`src/rtl/uirq_pkg.sv`:
```
package uirq_pkg;
  localparam int NSRC = 7;
  localparam int S_LS = 0;
  localparam int S_TMO = 1;
  localparam int S_THR = 2;
  localparam int S_MDM = 3;
  localparam int S_SWF = 4;
  localparam int S_RTS = 5;
  localparam int S_CTS = 6;

  localparam logic [2:0] A_DATA = 3'd0;
  localparam logic [2:0] A_IEN = 3'd1;
  localparam logic [2:0] A_ID = 3'd2;
  localparam logic [2:0] A_MCTL = 3'd4;
  localparam logic [2:0] A_LSTAT = 3'd5;
  localparam logic [2:0] A_MSTAT = 3'd6;

  typedef enum logic [3:0] {
    ID_NONE = 4'b0001,
    ID_LS   = 4'b0110,
    ID_RXD  = 4'b0100,
    ID_TMO  = 4'b1100,
    ID_THR  = 4'b0010,
    ID_MDM  = 4'b0000,
    ID_SWF  = 4'b1000,
    ID_FLOW = 4'b1010
  } irq_id_e;
endpackage

```
`src/rtl/uirq_pend.sv`:
```
module uirq_pend #(
  parameter bit RST_VAL = 1'b0
) (
  input  logic clk_i,
  input  logic rst_ni,
  input  logic set_i,
  input  logic clr_i,
  output logic pend_o
);
  logic pend_d;

  always_comb begin
    pend_d = pend_o;
    if (clr_i) pend_d = 1'b0;
    if (set_i) pend_d = 1'b1;
  end

  always_ff @(posedge clk_i or negedge rst_ni) begin
    if (!rst_ni) pend_o <= RST_VAL;
    else         pend_o <= pend_d;
  end
endmodule

```
`src/rtl/uirq_regs.sv`:
```
module uirq_regs
  import uirq_pkg::*;
(
  input  logic       clk_i,
  input  logic       rst_ni,
  input  logic [2:0] addr_i,
  input  logic       rd_i,
  input  logic       wr_i,
  input  logic [7:0] wdata_i,
  input  irq_id_e    code_i,
  output logic [7:0] rdata_o,
  output logic [7:0] ier_o,
  output logic [7:0] mcr_o,
  output logic       rd_data_o,
  output logic       wr_data_o,
  output logic       rd_id_o,
  output logic       rd_lstat_o,
  output logic       rd_mstat_o
);
  logic [7:0] ier_d, mcr_d;
  logic       ier_en, mcr_en;

  assign ier_en = wr_i && (addr_i == A_IEN);
  assign mcr_en = wr_i && (addr_i == A_MCTL);

  always_comb begin
    ier_d = ier_o;
    mcr_d = mcr_o;
    if (ier_en) ier_d = wdata_i;
    if (mcr_en) mcr_d = wdata_i;
  end

  always_ff @(posedge clk_i or negedge rst_ni) begin
    if (!rst_ni) begin
      ier_o <= 8'h02;
      mcr_o <= 8'h00;
    end else begin
      if (ier_en) ier_o <= ier_d;
      if (mcr_en) mcr_o <= mcr_d;
    end
  end

  assign rd_data_o  = rd_i && (addr_i == A_DATA);
  assign wr_data_o  = wr_i && (addr_i == A_DATA);
  assign rd_id_o    = rd_i && (addr_i == A_ID);
  assign rd_lstat_o = rd_i && (addr_i == A_LSTAT);
  assign rd_mstat_o = rd_i && (addr_i == A_MSTAT);

  always_comb begin
    unique case (addr_i)
      A_IEN:   rdata_o = ier_o;
      A_ID:    rdata_o = {4'b0000, code_i};
      A_MCTL:  rdata_o = mcr_o;
      default: rdata_o = 8'h00;
    endcase
  end
endmodule

```
`src/rtl/uirq_prio.sv`:
```
module uirq_prio
  import uirq_pkg::*;
(
  input  logic [NSRC-1:0] pend_en_i,
  input  logic            rxrdy_en_i,
  output irq_id_e         code_o
);
  always_comb begin
    if (pend_en_i[S_LS])                         code_o = ID_LS;
    else if (pend_en_i[S_TMO])                   code_o = ID_TMO;
    else if (rxrdy_en_i)                         code_o = ID_RXD;
    else if (pend_en_i[S_THR])                   code_o = ID_THR;
    else if (pend_en_i[S_MDM])                   code_o = ID_MDM;
    else if (pend_en_i[S_SWF])                   code_o = ID_SWF;
    else if (pend_en_i[S_RTS] || pend_en_i[S_CTS]) code_o = ID_FLOW;
    else                                         code_o = ID_NONE;
  end
endmodule

```
`src/rtl/uirq_out.sv`:
```
module uirq_out
  import uirq_pkg::*;
(
  input  logic [NSRC-1:0] pend_en_i,
  input  logic            rxrdy_en_i,
  input  logic            strap_i,
  input  logic            mcr_oe_i,
  output logic            irq_o,
  output logic            irq_oe_o
);
  assign irq_o    = (|pend_en_i) || rxrdy_en_i;
  assign irq_oe_o = strap_i || mcr_oe_i;
endmodule

```
`src/rtl/uart_irq_arbiter.sv`:
```
module uart_irq_arbiter
  import uirq_pkg::*;
#(
  parameter int CNT_W = 7
) (
  input  logic             clk_i,
  input  logic             rst_ni,
  input  logic [2:0]       addr_i,
  input  logic             rd_i,
  input  logic             wr_i,
  input  logic [7:0]       wdata_i,
  output logic [7:0]       rdata_o,
  input  logic             ls_evt_i,
  input  logic [CNT_W-1:0] rx_cnt_i,
  input  logic [CNT_W-1:0] rx_trig_i,
  input  logic             tmo_evt_i,
  input  logic             thr_evt_i,
  input  logic             msr_evt_i,
  input  logic             swf_evt_i,
  input  logic             rts_evt_i,
  input  logic             cts_evt_i,
  input  logic             strap_i,
  output logic             irq_o,
  output logic             irq_oe_o
);
  localparam logic [CNT_W-1:0] CNT_ZERO = '0;

  // reset: asserted asynchronously, released after two clock edges
  logic [1:0] rst_q;
  logic       rst_n;
  always_ff @(posedge clk_i or negedge rst_ni) begin
    if (!rst_ni) rst_q <= 2'b00;
    else         rst_q <= {rst_q[0], 1'b1};
  end
  assign rst_n = rst_q[1];

  logic [7:0]      ier, mcr;
  logic            rd_data, wr_data, rd_id, rd_lstat, rd_mstat;
  irq_id_e         code;
  logic [NSRC-1:0] set_v, clr_v, pend, en_v, pend_en;
  logic            fifo_nz, rxrdy_en;

  uirq_regs u_regs (
    .clk_i      (clk_i),
    .rst_ni     (rst_n),
    .addr_i     (addr_i),
    .rd_i       (rd_i),
    .wr_i       (wr_i),
    .wdata_i    (wdata_i),
    .code_i     (code),
    .rdata_o    (rdata_o),
    .ier_o      (ier),
    .mcr_o      (mcr),
    .rd_data_o  (rd_data),
    .wr_data_o  (wr_data),
    .rd_id_o    (rd_id),
    .rd_lstat_o (rd_lstat),
    .rd_mstat_o (rd_mstat)
  );

  assign fifo_nz = (rx_cnt_i != CNT_ZERO);

  always_comb begin
    set_v        = '0;
    clr_v        = '0;
    set_v[S_LS]  = ls_evt_i;
    clr_v[S_LS]  = rd_lstat;
    set_v[S_TMO] = tmo_evt_i && fifo_nz;
    clr_v[S_TMO] = rd_data || !fifo_nz;
    set_v[S_THR] = thr_evt_i;
    clr_v[S_THR] = wr_data || (rd_id && code == ID_THR);
    set_v[S_MDM] = msr_evt_i;
    clr_v[S_MDM] = rd_mstat;
    set_v[S_SWF] = swf_evt_i;
    clr_v[S_SWF] = rd_id && code == ID_SWF;
    set_v[S_RTS] = rts_evt_i;
    clr_v[S_RTS] = rd_id && code == ID_FLOW;
    set_v[S_CTS] = cts_evt_i;
    clr_v[S_CTS] = rd_id && code == ID_FLOW;
  end

  always_comb begin
    en_v        = '0;
    en_v[S_LS]  = ier[2];
    en_v[S_TMO] = ier[0];
    en_v[S_THR] = ier[1];
    en_v[S_MDM] = ier[3];
    en_v[S_SWF] = ier[5];
    en_v[S_RTS] = ier[6];
    en_v[S_CTS] = ier[7];
  end

  for (genvar i = 0; i < NSRC; i++) begin : g_src
    uirq_pend #(.RST_VAL(i == S_THR)) u_pend (
      .clk_i  (clk_i),
      .rst_ni (rst_n),
      .set_i  (set_v[i]),
      .clr_i  (clr_v[i]),
      .pend_o (pend[i])
    );
  end

  assign pend_en  = pend & en_v;
  assign rxrdy_en = ier[0] && (rx_cnt_i >= rx_trig_i);

  uirq_prio u_prio (
    .pend_en_i  (pend_en),
    .rxrdy_en_i (rxrdy_en),
    .code_o     (code)
  );

  uirq_out u_out (
    .pend_en_i  (pend_en),
    .rxrdy_en_i (rxrdy_en),
    .strap_i    (strap_i),
    .mcr_oe_i   (mcr[3]),
    .irq_o      (irq_o),
    .irq_oe_o   (irq_oe_o)
  );
endmodule

```
`config.mk`:
```
export PLATFORM = sky130hd
export DESIGN_NAME = uart_irq_arbiter
export DESIGN_NICKNAME = d
export VERILOG_FILES = /design/src/rtl/uirq_pkg.sv /design/src/rtl/uirq_pend.sv /design/src/rtl/uirq_regs.sv /design/src/rtl/uirq_prio.sv /design/src/rtl/uirq_out.sv /design/src/rtl/uart_irq_arbiter.sv
export SDC_FILE = /design/constraint.sdc
export NUM_CORES = 1
export LEC_CHECK = 0
export ABC_AREA = 1
export BUFFER_PORTS_ARGS = -buffer_cell sky130_fd_sc_hd__buf_4
export CORE_MARGIN = 4
export CORE_UTILIZATION = 44
export DETAILED_ROUTE_END_ITERATION = 10
export PLACE_DENSITY_LB_ADDON = 0.2
export SLEW_MARGIN = 20
export SYNTH_ARGS = -nofsm -noshare
export SYNTH_HDL_FRONTEND = slang
export SYNTH_SLANG_ARGS = --single-unit
```
`constraint.sdc`:
```
create_clock -name clk_i -period 1.65 [get_ports clk_i]
set_input_delay 0.33 -clock clk_i [delete_from_list [all_inputs] [get_ports clk_i]]
set_output_delay 0.33 -clock clk_i [all_outputs]
set_load 0.01 [all_outputs]
```
### After elaboration in Yosys (flattened, before gate mapping)

Cells that the tools add are included.

| word-level totals | value |
|---|---|
| register bits after elaboration | 25 |
| bits in latches | 0 |
| RAM bits | 0 |
| bits in read-only memories | 0 |
| bits of input ports | 37 |
| output and inout bits | 10 |
| memories kept | 0 |

| cells by class | value |
|---|---|
| add/sub/neg operators | 0 |
| multiply operators | 0 |
| divide/modulo/power cells | 0 |
| order comparisons | 1 |
| equality and inequality tests | 8 |
| shifts and indexed selects | 0 |
| multiplexer cells | 21 |
| bitwise operators | 1 |
| reduce and logical (&&, ||, !) cells | 28 |

Operators by type and width:

| operator | count |
|---|---|
| $mux 4 | 7 |
| $pmux 8 s3 | 1 |
| $reduce_bool 2->1 | 7 |
| $mux 1 | 13 |
| $logic_and 1x1->1 | 12 |
| $eq 3x3->1 const B | 3 |
| $eq 4x4->1 const B | 2 |
| $and 7x7->7 | 1 |
| $ge 7x7->1 | 1 |
| $reduce_bool 7->1 | 1 |
| $reduce_or 7->1 | 1 |
| $logic_or 1x1->1 | 5 |
| $eq 4x2->1 const B | 1 |
| $eq 3x1->1 const B | 1 |
| $eq 3x2->1 const B | 1 |
| $logic_not 3->1 | 1 |
| $logic_not 1->1 | 1 |

### Logic depth before layout (Yosys ltp)

Gate-level depths: netlist of the first run.

| depth | value |
|---|---|
| depth after elaboration | 14 |
| mapped depth | 13 |

### By module

A second synthesis of the first run with hierarchy kept.

| unflattened totals | value |
|---|---|
| cells, all modules | 259 |
| area, all modules | 1764.2 µm² |

Modules (own cells, without submodules):

| module | times used | cells an instance | area each (µm²) | sequential area each (µm²) |
|---|---|---|---|---|
| uirq_regs | 1 | 119 | 934.6 | 401.6 |
| uart_irq_arbiter | 1 | 71 | 397.9 | 50.0 |
| uirq_pend at g_src[0].u_pend ... | 6 | 5 | 40.0 | 25.0 |
| uirq_prio | 1 | 18 | 87.6 | 0.0 |
| uirq_out | 1 | 16 | 62.6 | 0.0 |
| uirq_pend at g_src[2].u_pend | 1 | 5 | 41.3 | 26.3 |

### Worst setup path before layout of the first run

No wires, ideal clock.

| path | value |
|---|---|
| kind | input port to output port |
| start | in rx_trig_i[6] |
| end | out rdata_o[0] |
| data arrival time | 1.458 ns |
| data required time | 1.320 ns |
| slack | -0.138 ns |
| stages on the path | 9 |
| path through | inv_1 -> ha_1 -> nand2_1 -> inv_2 -> a21oi_2 -> nand3_1 -> nand2_2 -> nand2_1 -> o211ai_1 |

| on the way | value |
|---|---|
| longest elaborated chain between the ends | 6 |

RTL lines:

| element | line | RTL |
|---|---|---|
| start, declared | uart_irq_arbiter.sv:15 | `input logic [CNT_W-1:0] rx_trig_i,` |
| $ge 7x7->1 | uart_irq_arbiter.sv:104 | `assign rxrdy_en = ier[0] && (rx_cnt_i >= rx_trig_i);` |
| $logic_and 1x1->1 | uart_irq_arbiter.sv:104 |  |
| $mux 4 | uirq_prio.sv:11 | `else if (rxrdy_en_i) code_o = ID_RXD;` |
| $mux 4 | uirq_prio.sv:10 | `else if (pend_en_i[S_TMO]) code_o = ID_TMO;` |
| $mux 4 | uirq_prio.sv:9 | `if (pend_en_i[S_LS]) code_o = ID_LS;` |
| $pmux 8 s3 | uirq_regs.sv:50 | `unique case (addr_i)` |
| end, declared | uart_irq_arbiter.sv:12 | `output logic [7:0] rdata_o,` |

No other way between the ends.

### Worst setup path after layout of the first run

| path | value |
|---|---|
| start | in rx_trig_i[2] |
| end | out rdata_o[3] |

The elaborated chain is that of the path after synthesis.

==> metrics.txt, run 1 <==
Vias 1556; count of final setup violators 6; FF-to-FF path depth 12; core region area 0.00336 mm²; global-route usage over all layers 0.191; clk slew on worst S/H paths 150 ps; hold path depth 2; synthesized area 0.00155 mm²; Cells after Synth 192; Hold Path Class in -> reg; Final Util 0.754; number of synthesized flops with an enable pin 0; #FFs+latches synth 25; delay of the slowest critical-path stage 260 ps; Critical R2R Launch u_regs.ier_o[7]; port bufs 46; WL per Instance 13.3 µm; Clock Tree Buf Depth 2; most frequent cells in the layout buf_4, nand2_1, dfrtp_1, inv_1; root buffer cell clkbuf_4; FMAX 0.496 GHz; CTS buffer count 3; commonest non-fill, non-tap cell in the layout buf_4; CP Launch Type input pin; LEAKAGE 1.28 nW; detailed placement HPWL 2930 µm; Crit Path Class in -> out; post-synth cell types 31; post-layout net count 316; Area growth syn-to-layout 63.5%; Die Span Y 67.4 µm; DIE AREA 0.00454 mm²; flop2flop setup slack 20 ps; FP Rows 21; Place WS -371 ps; violated checks negative setup slack; latest clock arrival within the worst-skew pair 330 ps; Main synth FF type dfrtp_1; starting DRC count in detailed routing 88; CP dominant cell by count nand3_2; Worst Hold End g_src[0].u_pend.pend_o; DRT Pass-1 Iters 4; fin cells 317; GP Congestion 0.851; Post-route DRC 0; register area share after synthesis 0.405; fin crit share 1.22; asr flop ratio synth 1.00; cell area after layout 0.00254 mm²; Crit. End Element output port; die extent in x 67.4 µm; starting density of the core 0.461; YS warnings 0; RSZ-0062 raised after global routing true; Critical Path Fanout Max 6; pwr dens 774 mW/mm²; critical path's slowest cell ha_4; post-route ant nets 0; Final Skew 3.89 ps; first-pass GRT wire length 6470 µm; min cycle time layout 2010 ps; r2r endpoint g_src[5].u_pend.pend_o; # Max-Cap Violations 0; CP Cell Sequence buf_8 -> inv_8 -> ha_4 -> nand2_1 -> nor2_1 -> nand3_1 -> nand3_2 -> nand2_4 -> buf_4 -> nand2_2 -> nand2_2 -> nand3_2 -> nand3_2 -> buf_6; Final Hold Vio Count 0; vias in the first global route 1498; diode count 0; Syn Nets 236; status finished, violations left; fraction of layout cells with a size suffix above 1 0.601; Area after DPL 0.00217 mm²; Syn Area/Cell 8.08 µm²; grt total ovfl 0; Worst VDD drop 0.000557 V; clock sink total 25; I/O pin count 47; Vias per Instance 4.91; DP Cell Count 297; CTS tree yes; Worst EP arrival 1680 ps; pin count of the biggest net entering global routing 17; antenna violations before repair 0; WP data required 1320 ps; fin. max-slew vios 0; # H-tree levels 1; Setup WS post-layout -365 ps; setup_tns -1550 ps; total wire length 4200 µm; Fillers 242; hold path start ls_evt_i
## stage by stage
step	total power [mW]	hold slack, ps
6_report	1.96	164
5_1_grt	2.08	156
4_1_cts	1.87	161
3_5_place_dp	1.36	114
3_3_place_gp	1.35	113
2_1_floorplan	1.10	34.4
## worst max path at each step
stage                             from          to  slack [ps]  depth (start not counted)
after floorplan           rx_trig_i[3]  rdata_o[1]         -40                         11
after global placement    rx_trig_i[3]  rdata_o[1]        -350                         13
after detailed placement  rx_trig_i[3]  rdata_o[1]        -370                         13
after CTS                 rx_trig_i[2]  rdata_o[1]        -300                         13
after global routing      rx_trig_i[1]  rdata_o[3]        -460                         14
final                     rx_trig_i[2]  rdata_o[3]        -360                         14
## registers in the layout, indices dropped and copies added (netlist names)
signal               cells
rst_q                    2
u_regs.ier_o             8
g_src.u_pend.pend_o      7
u_regs.mcr_o             8
## Yosys cell counts (3+ instances only)
| cell | number | share of area |
|---|---|---|
| ha_1 | 7 | 0.056 |
| dfrtp_1 | 23 | 0.37 |
| a22o_2 | 3 | 0.019 |
| nor2_1 | 4 | 0.0097 |
| a21oi_1 | 3 | 0.0097 |
| inv_1 | 28 | 0.068 |
| o21ai_2 | 15 | 0.085 |
| nand2_1 | 61 | 0.15 |
| inv_2 | 6 | 0.015 |
| nand3_1 | 13 | 0.042 |
## logic make-up after synthesis
group           count (synthesis)  share of synthesized area
compound gates                 32                      0.170
buf+inv                        36                     0.0968
other cells                     1                    0.00242
simple gates                   91                      0.269
fa+ha+maj                       7                     0.0564
flops                          25                      0.405
## timing repair
action / CTS / global route
buffers inserted: 12 / 7
endpoints found under the hold margin: 2 / 0
pin swaps: 27 / 14
gates resized for setup: 39 / 20
hold buffers: 1 / 0
setup endpoints to repair: 5 / 9
## report_power, final
group          internal [mW]  switching, mW  total (mW)
combinational          0.462          0.436       0.898
sequential             0.697         0.0629       0.760
clock                 0.0990          0.206       0.305
## per-layer routing
metal	up-vias	GRT usage	wire, µm	share of wire
li1	771	-	-	-
met4	0	0.0709	56	0.013
met5	-	0	0	0
met3	8	0.0399	287	0.068
met1	728	0.234	1730	0.41
met2	49	0.328	2130	0.51
## worst max-delay path, delay by kind of cell
family / cells / cell delay (ps)
buf+inv: 4 / 380
simple gates: 9 / 730
fa+ha+maj: 1 / 260
## final cells by class
class,instances,area [µm²],area share
clock inverter,1,8.76,0.00345
clock buffer,3,22.5,0.00888
tap,46,57.6,0.0227
multi-input combinational,131,1010,0.400
timing repair buffer,77,644,0.254
inverter,34,160,0.0631
sequential,25,628,0.248
No activity file was read; power rests on OpenSTA's default activity.
==> run 2, diff against run 1 <==
--- a/config.mk
+++ b/config.mk
@@ -10,7 +10,7 @@
 export CORE_MARGIN = 4
 export CORE_UTILIZATION = 44
 export DETAILED_ROUTE_END_ITERATION = 10
-export PLACE_DENSITY_LB_ADDON = 0.2
+export PLACE_DENSITY_LB_ADDON = 0.15
 export SLEW_MARGIN = 20
 export SYNTH_ARGS = -nofsm -noshare
 export SYNTH_HDL_FRONTEND = slang
==> metrics.txt, run 2 (synthesized netlist as in run 1, its figures left out) <==
r2r endpoint g_src[5].u_pend.pend_o; # H-tree levels 1 (unchanged); Fillers 297 (+23%); Power, Total 1.81 mW (-7.6%); Setup WS post-layout -309 ps (+56.2 ps); Crit Path Class in -> out; DIE AREA 0.00454 mm² (unchanged); fraction of layout cells with a size suffix above 1 0.563 (-0.0387); Worst VDD drop 0.000753 V (+35%); RSZ-0062 raised after global routing true; port bufs 46 (unchanged); Final Skew 4.29 ps (+0.399 ps); CP Launch Type input pin; total wire length 3640 µm (-13%); Vias per Instance 4.73 (-3.7%); DRT Pass-1 Iters 4 (unchanged); Clock Tree Buf Depth 2 (unchanged); CP Cell Sequence buf_4 -> ha_4 -> nand2_2 -> nor2_1 -> nand2_1 -> nand3_1 -> nand2_2 -> nand2_2 -> nand2_2 -> a22oi_2 -> nand2_1 -> buf_6; setup_tns -1260 ps (+294 ps); first-pass GRT wire length 6000 µm (-7.4%); CTS buffer count 3 (unchanged); Crit path max-delay family simple AND/OR/NAND/NOR gates; # Max-Cap Violations 0 (unchanged); hold path depth 2 (unchanged); commonest non-fill, non-tap cell in the layout buf_4; routed length on met3 220 µm (-23%); Worst Hold End g_src[0].u_pend.pend_o; grt total ovfl 0 (unchanged); Met1 Routed Length 1690 µm (-2.5%); Area growth syn-to-layout 54.1%; clk slew on worst S/H paths 150 ps (about the same); die extent in x 67.4 µm (unchanged); Post-route DRC 0 (unchanged); Area after DPL 0.00215 mm² (-1.0%); CTS tree yes; vias in the first global route 1385 (-7.5%); WL per Instance 11.8 µm (-11%); flop2flop setup slack 210 ps (+190 ps); Critical R2R Launch u_regs.ier_o[1]; post-route ant nets 0 (unchanged); Critical Path Fanout Max 6 (unchanged); CP dominant cell by count nand2_2; Die Span Y 67.4 µm (unchanged); FF-to-FF path depth 8 (-4); count of final setup violators 5 (-1); Hold Path Class in -> reg; CP bufs+invs 2 (-2); Worst EP arrival 1630 ps (-50 ps); latest clock arrival within the worst-skew pair 330 ps (about the same); global-route usage over all layers 0.173 (-0.0178); post-layout net count 308 (-2.5%); WP data required 1320 ps (about the same); pwr dens 758 mW/mm² (-2.0%); starting density of the core 0.461 (unchanged); I/O pin count 47 (unchanged); starting DRC count in detailed routing 69 (-22%); Place WS -357 ps (+14.7 ps); fin. max-slew vios 0 (unchanged); delay of the slowest critical-path stage 260 ps (about the same); FP Rows 21 (unchanged); met2 wire len 1660 µm (-22%); fin crit share 1.19 (-0.0341); fin cells 309 (-2.5%); core region area 0.00336 mm² (unchanged); highest metal used met4; clock sink total 25 (unchanged); Crit. End Element output port; antenna violations before repair 0 (unchanged); LEAKAGE 1.22 nW (-5.0%); detailed placement HPWL 2660 µm (-9.1%); pin count of the biggest net entering global routing 24 (+7); critical path's slowest cell ha_4; root buffer cell clkbuf_4; FMAX 0.511 GHz (+2.9%); DP Cell Count 294 (-1.0%); min cycle time layout 1960 ps (-56.2 ps); hold path start ls_evt_i; Final Hold Vio Count 0 (unchanged); GP Congestion 0.859 (+0.98%); most frequent cells in the layout buf_4, nand2_1, dfrtp_1, inv_1; diode count 0 (unchanged); status finished, violations left; Vias 1461 (-6.1%); cell area after layout 0.00239 mm² (-5.7%); violated checks negative setup slack; largest registers u_regs.ier_o x8, u_regs.mcr_o x8, g_src.u_pend.pend_o x7
[run 2: cell count changes in the layout (fill, tap and decap cells not counted), moves of 2 or more]
| cell | delta |
|---|---|
| buf_4 | -2 |
| buf_6 | -6 |
| inv_2 | +2 |
| nand2_1 | +3 |
| nand2_4 | -3 |
| nand3_1 | +5 |
| nand3_2 | -3 |
| nand3_4 | -2 |
[run 2: routing by layer]
metal	global-route usage	up-vias
met5	0	-
met4	0.0380	0
met3	0.0449	8
met2	0.274	45
met1	0.238	659
li1	-	749
[run 2: cell type report]
type	count	area [µm²]	share of cell area
flip-flops and latches	25	628	0.263
well taps	46	57.6	0.0241
clock inverters	1	8.76	0.00366
repair buffers	69	562	0.235
clock buffers	3	22.5	0.00942
multi-input cells	131	955	0.399
inverters	34	158	0.0659
[run 2: worst register-to-register path, delay by kind of cell (launching register included)]
| family | cells | cell delay, ps |
|---|---|---|
| DFF | 1 | 590 |
| and+or+nand+nor | 6 | 470 |
| AOI/OAI and AO/OA | 1 | 180 |
| buffers and inverters | 1 | 110 |
[run 2: what timing repair did]
action	CTS	global route
hold endpoints to repair	2	0
resized for setup	18	20
pin swaps	18	12
endpoints found under the setup margin	5	7
buffers inserted	8	2
hold buffers	1	0
[run 2: metrics by stage]
stage	hold slack, ps	util
finish	162	0.711
global route	149	0.711
CTS	157	0.686
detailed placement	115	0.638
global placement	114	0.638
floorplan	34.4	-
[run 2: how the worst max path moves through the flow]
stage / start / endpoint / slack, ps / cells after the start
CTS: rx_trig_i[2] / rdata_o[1] / -300 / 13
finish: rx_cnt_i[6] / rdata_o[1] / -310 / 12
global route: rx_cnt_i[6] / rdata_o[1] / -400 / 12
global placement: rx_trig_i[3] / rdata_o[1] / -340 / 13
detailed placement: rx_trig_i[3] / rdata_o[1] / -360 / 13
floorplan: rx_trig_i[3] / rdata_o[1] / -40 / 11
[run 2: power by group]
| part | internal (mW) | switching, mW |
|---|---|---|
| registers | 0.697 | 0.0537 |
| logic | 0.387 | 0.371 |
| clock network | 0.0991 | 0.204 |
==> run 3, diff against run 2 <==
==> constraint.sdc (replaced) <==
create_clock -name clk_i -period 1.65 [get_ports clk_i]
set_input_delay 0.0825 -clock clk_i [delete_from_list [all_inputs] [get_ports clk_i]]
set_output_delay 0.0825 -clock clk_i [all_outputs]
set_load 0.01 [all_outputs]
==> metrics.txt, run 3 (synthesized netlist as in run 1, its figures left out) <==
hold path depth 3 (+1); vias in the first global route 1423 (+2.7%); Worst EP arrival 1600 ps (-30 ps); Fillers 314 (+5.7%); RSZ-0062 raised after global routing true; fraction of layout cells with a size suffix above 1 0.462 (-0.101); clk slew on worst S/H paths 150 ps (about the same); diode count 0 (unchanged); DIE AREA 0.00454 mm² (unchanged); clock sink total 25 (unchanged); total wire length 3780 µm (+3.9%); commonest non-fill, non-tap cell in the layout buf_4; CTS tree yes; starting DRC count in detailed routing 87 (+26%); grt total ovfl 0 (unchanged); most frequent cells in the layout buf_4, nand2_1, inv_1, dfrtp_1, o21ai_2; status finished, violations left; pin count of the biggest net entering global routing 24 (unchanged); Area growth syn-to-layout 45.3%; post-layout net count 309 (+0.32%); Worst VDD drop 0.000632 V (-16%); Die Span Y 67.4 µm (unchanged); fin crit share 1.02 (-0.168); FP Rows 21 (unchanged); I/O pin count 47 (unchanged); GP Congestion 0.802 (-6.6%); CP Launch Type flop; Final Skew 3.02 ps (-1.28 ps); Clock Tree Buf Depth 2 (unchanged); starting density of the core 0.461 (unchanged); Vias per Instance 4.79 (+1.2%); pwr dens 778 mW/mm² (+2.7%); FF-to-FF path depth 12 (+4); min cycle time layout 1680 ps (-277 ps); Crit. End Element output port; Hold Path Class in -> reg; largest registers u_regs.ier_o x8, u_regs.mcr_o x8, g_src.u_pend.pend_o x7; WL per Instance 12.2 µm (+3.5%); Place WS 75.3 ps (+432 ps); Final Util 0.670 (-0.0406); FMAX 0.595 GHz (+16%); Post-route DRC 0 (unchanged); Final Hold Vio Count 0 (unchanged); post-route ant nets 0 (unchanged); DRT Pass-1 Iters 5 (+1); fin. max-slew vios 0 (unchanged); port bufs 46 (unchanged); Crit Path Class reg -> out; Setup WS post-layout -31.7 ps (+277 ps); die extent in x 67.4 µm (unchanged); WP data required 1570 ps (+250 ps); global-route usage over all layers 0.179 (+0.00604); first-pass GRT wire length 6120 µm (+2.1%); Critical Path Fanout Max 4 (-2); detailed placement HPWL 2750 µm (+3.5%); core region area 0.00336 mm² (unchanged); latest clock arrival within the worst-skew pair 340 ps (about the same); violated checks negative setup slack; LEAKAGE 1.21 nW (-1.1%); Vias 1484 (+1.6%); CTS buffer count 3 (unchanged); antenna violations before repair 0 (unchanged); count of final setup violators 3 (-2); root buffer cell clkbuf_4; # Max-Cap Violations 0 (unchanged); # H-tree levels 1 (unchanged)
==> run 3: cell count changes in the layout (fill, tap and decap cells not counted), moves of 4 or more <==
| cell | before | now |
|---|---|---|
| buf_6 | 9 | 3 |
| dlygate4sd3_1 | 1 | 10 |
| ha_1 | 0 | 7 |
| ha_4 | 7 | 0 |
| inv_1 | 19 | 26 |
| inv_4 | 4 | 0 |
==> run 3: routing by layer <==
layer	global-route usage	vias to the layer above	share of wire
li1	-	760	-
met1	0.233	676	0.44
met2	0.292	40	0.48
met3	0.0416	8	0.065
met4	0.0608	0	0.017
met5	0	-	0
==> run 3: critical path: stages (launching register included) <==
cell and delay, ps:
dfrtp_1 430, nand2_2 140, nand2_4 80, nor3_4 200
nand2_1 90, o211ai_1 160, buf_4 150
==> run 3: area by class of cell <==
class	instances	area (µm²)	share of cell area
multi-input combinational	131	848	0.376
clock buffer	3	22.5	0.00999
tap	46	57.6	0.0255
sequential	25	628	0.279
clock inverter	1	8.76	0.00388
timing repair buffer	70	562	0.249
inverter	34	128	0.0566
==> run 3: per-stage QoR <==
stage | cells | total power, mW | setup TNS [ps] | hold WS (ps) | cell area [µm²]
finish | 310 | 1.75 | -33.8 | 7.55 | 2250
global route | 310 | 1.87 | -430 | 0.499 | 2250
CTS | 305 | 1.67 | -87.1 | 1.46 | 2170
detailed placement | 283 | 1.26 | 0 | -134 | 1940
global placement | 283 | 1.25 | 0 | -134 | 1940
floorplan | 192 | 1.07 | 0 | -213 | 1550
==> run 3: worst paths after layout <==
kind                                              from                      to  slack (ps)
worst max-delay path            g_src[0].u_pend.pend_o              rdata_o[0]         -30
worst min-delay path                        wdata_i[4]         u_regs.mcr_o[4]           8
worst max register to register  g_src[3].u_pend.pend_o  g_src[5].u_pend.pend_o         150
worst min register to register                rst_q[1]  g_src[5].u_pend.pend_o         230
max in group asynchronous                     rst_q[1]  g_src[2].u_pend.pend_o        1130
min in group asynchronous                       rst_ni                rst_q[1]          30
==> run 3: what timing repair did <==
item,in CTS,in global routing
endpoints found under the hold margin,11,0
resized for setup,14,13
pin swaps,11,10
endpoints found under the setup margin,5,5
setup buffers,8,5
hold buffers,10,0
==> run 3: power breakdown <==
group / total, mW / internal, mW / switching, mW
sequential: 0.751 / 0.697 / 0.0534
combinational: 0.694 / 0.346 / 0.348
clock: 0.310 / 0.0992 / 0.211
total: 1.75 / 1.14 / 0.612
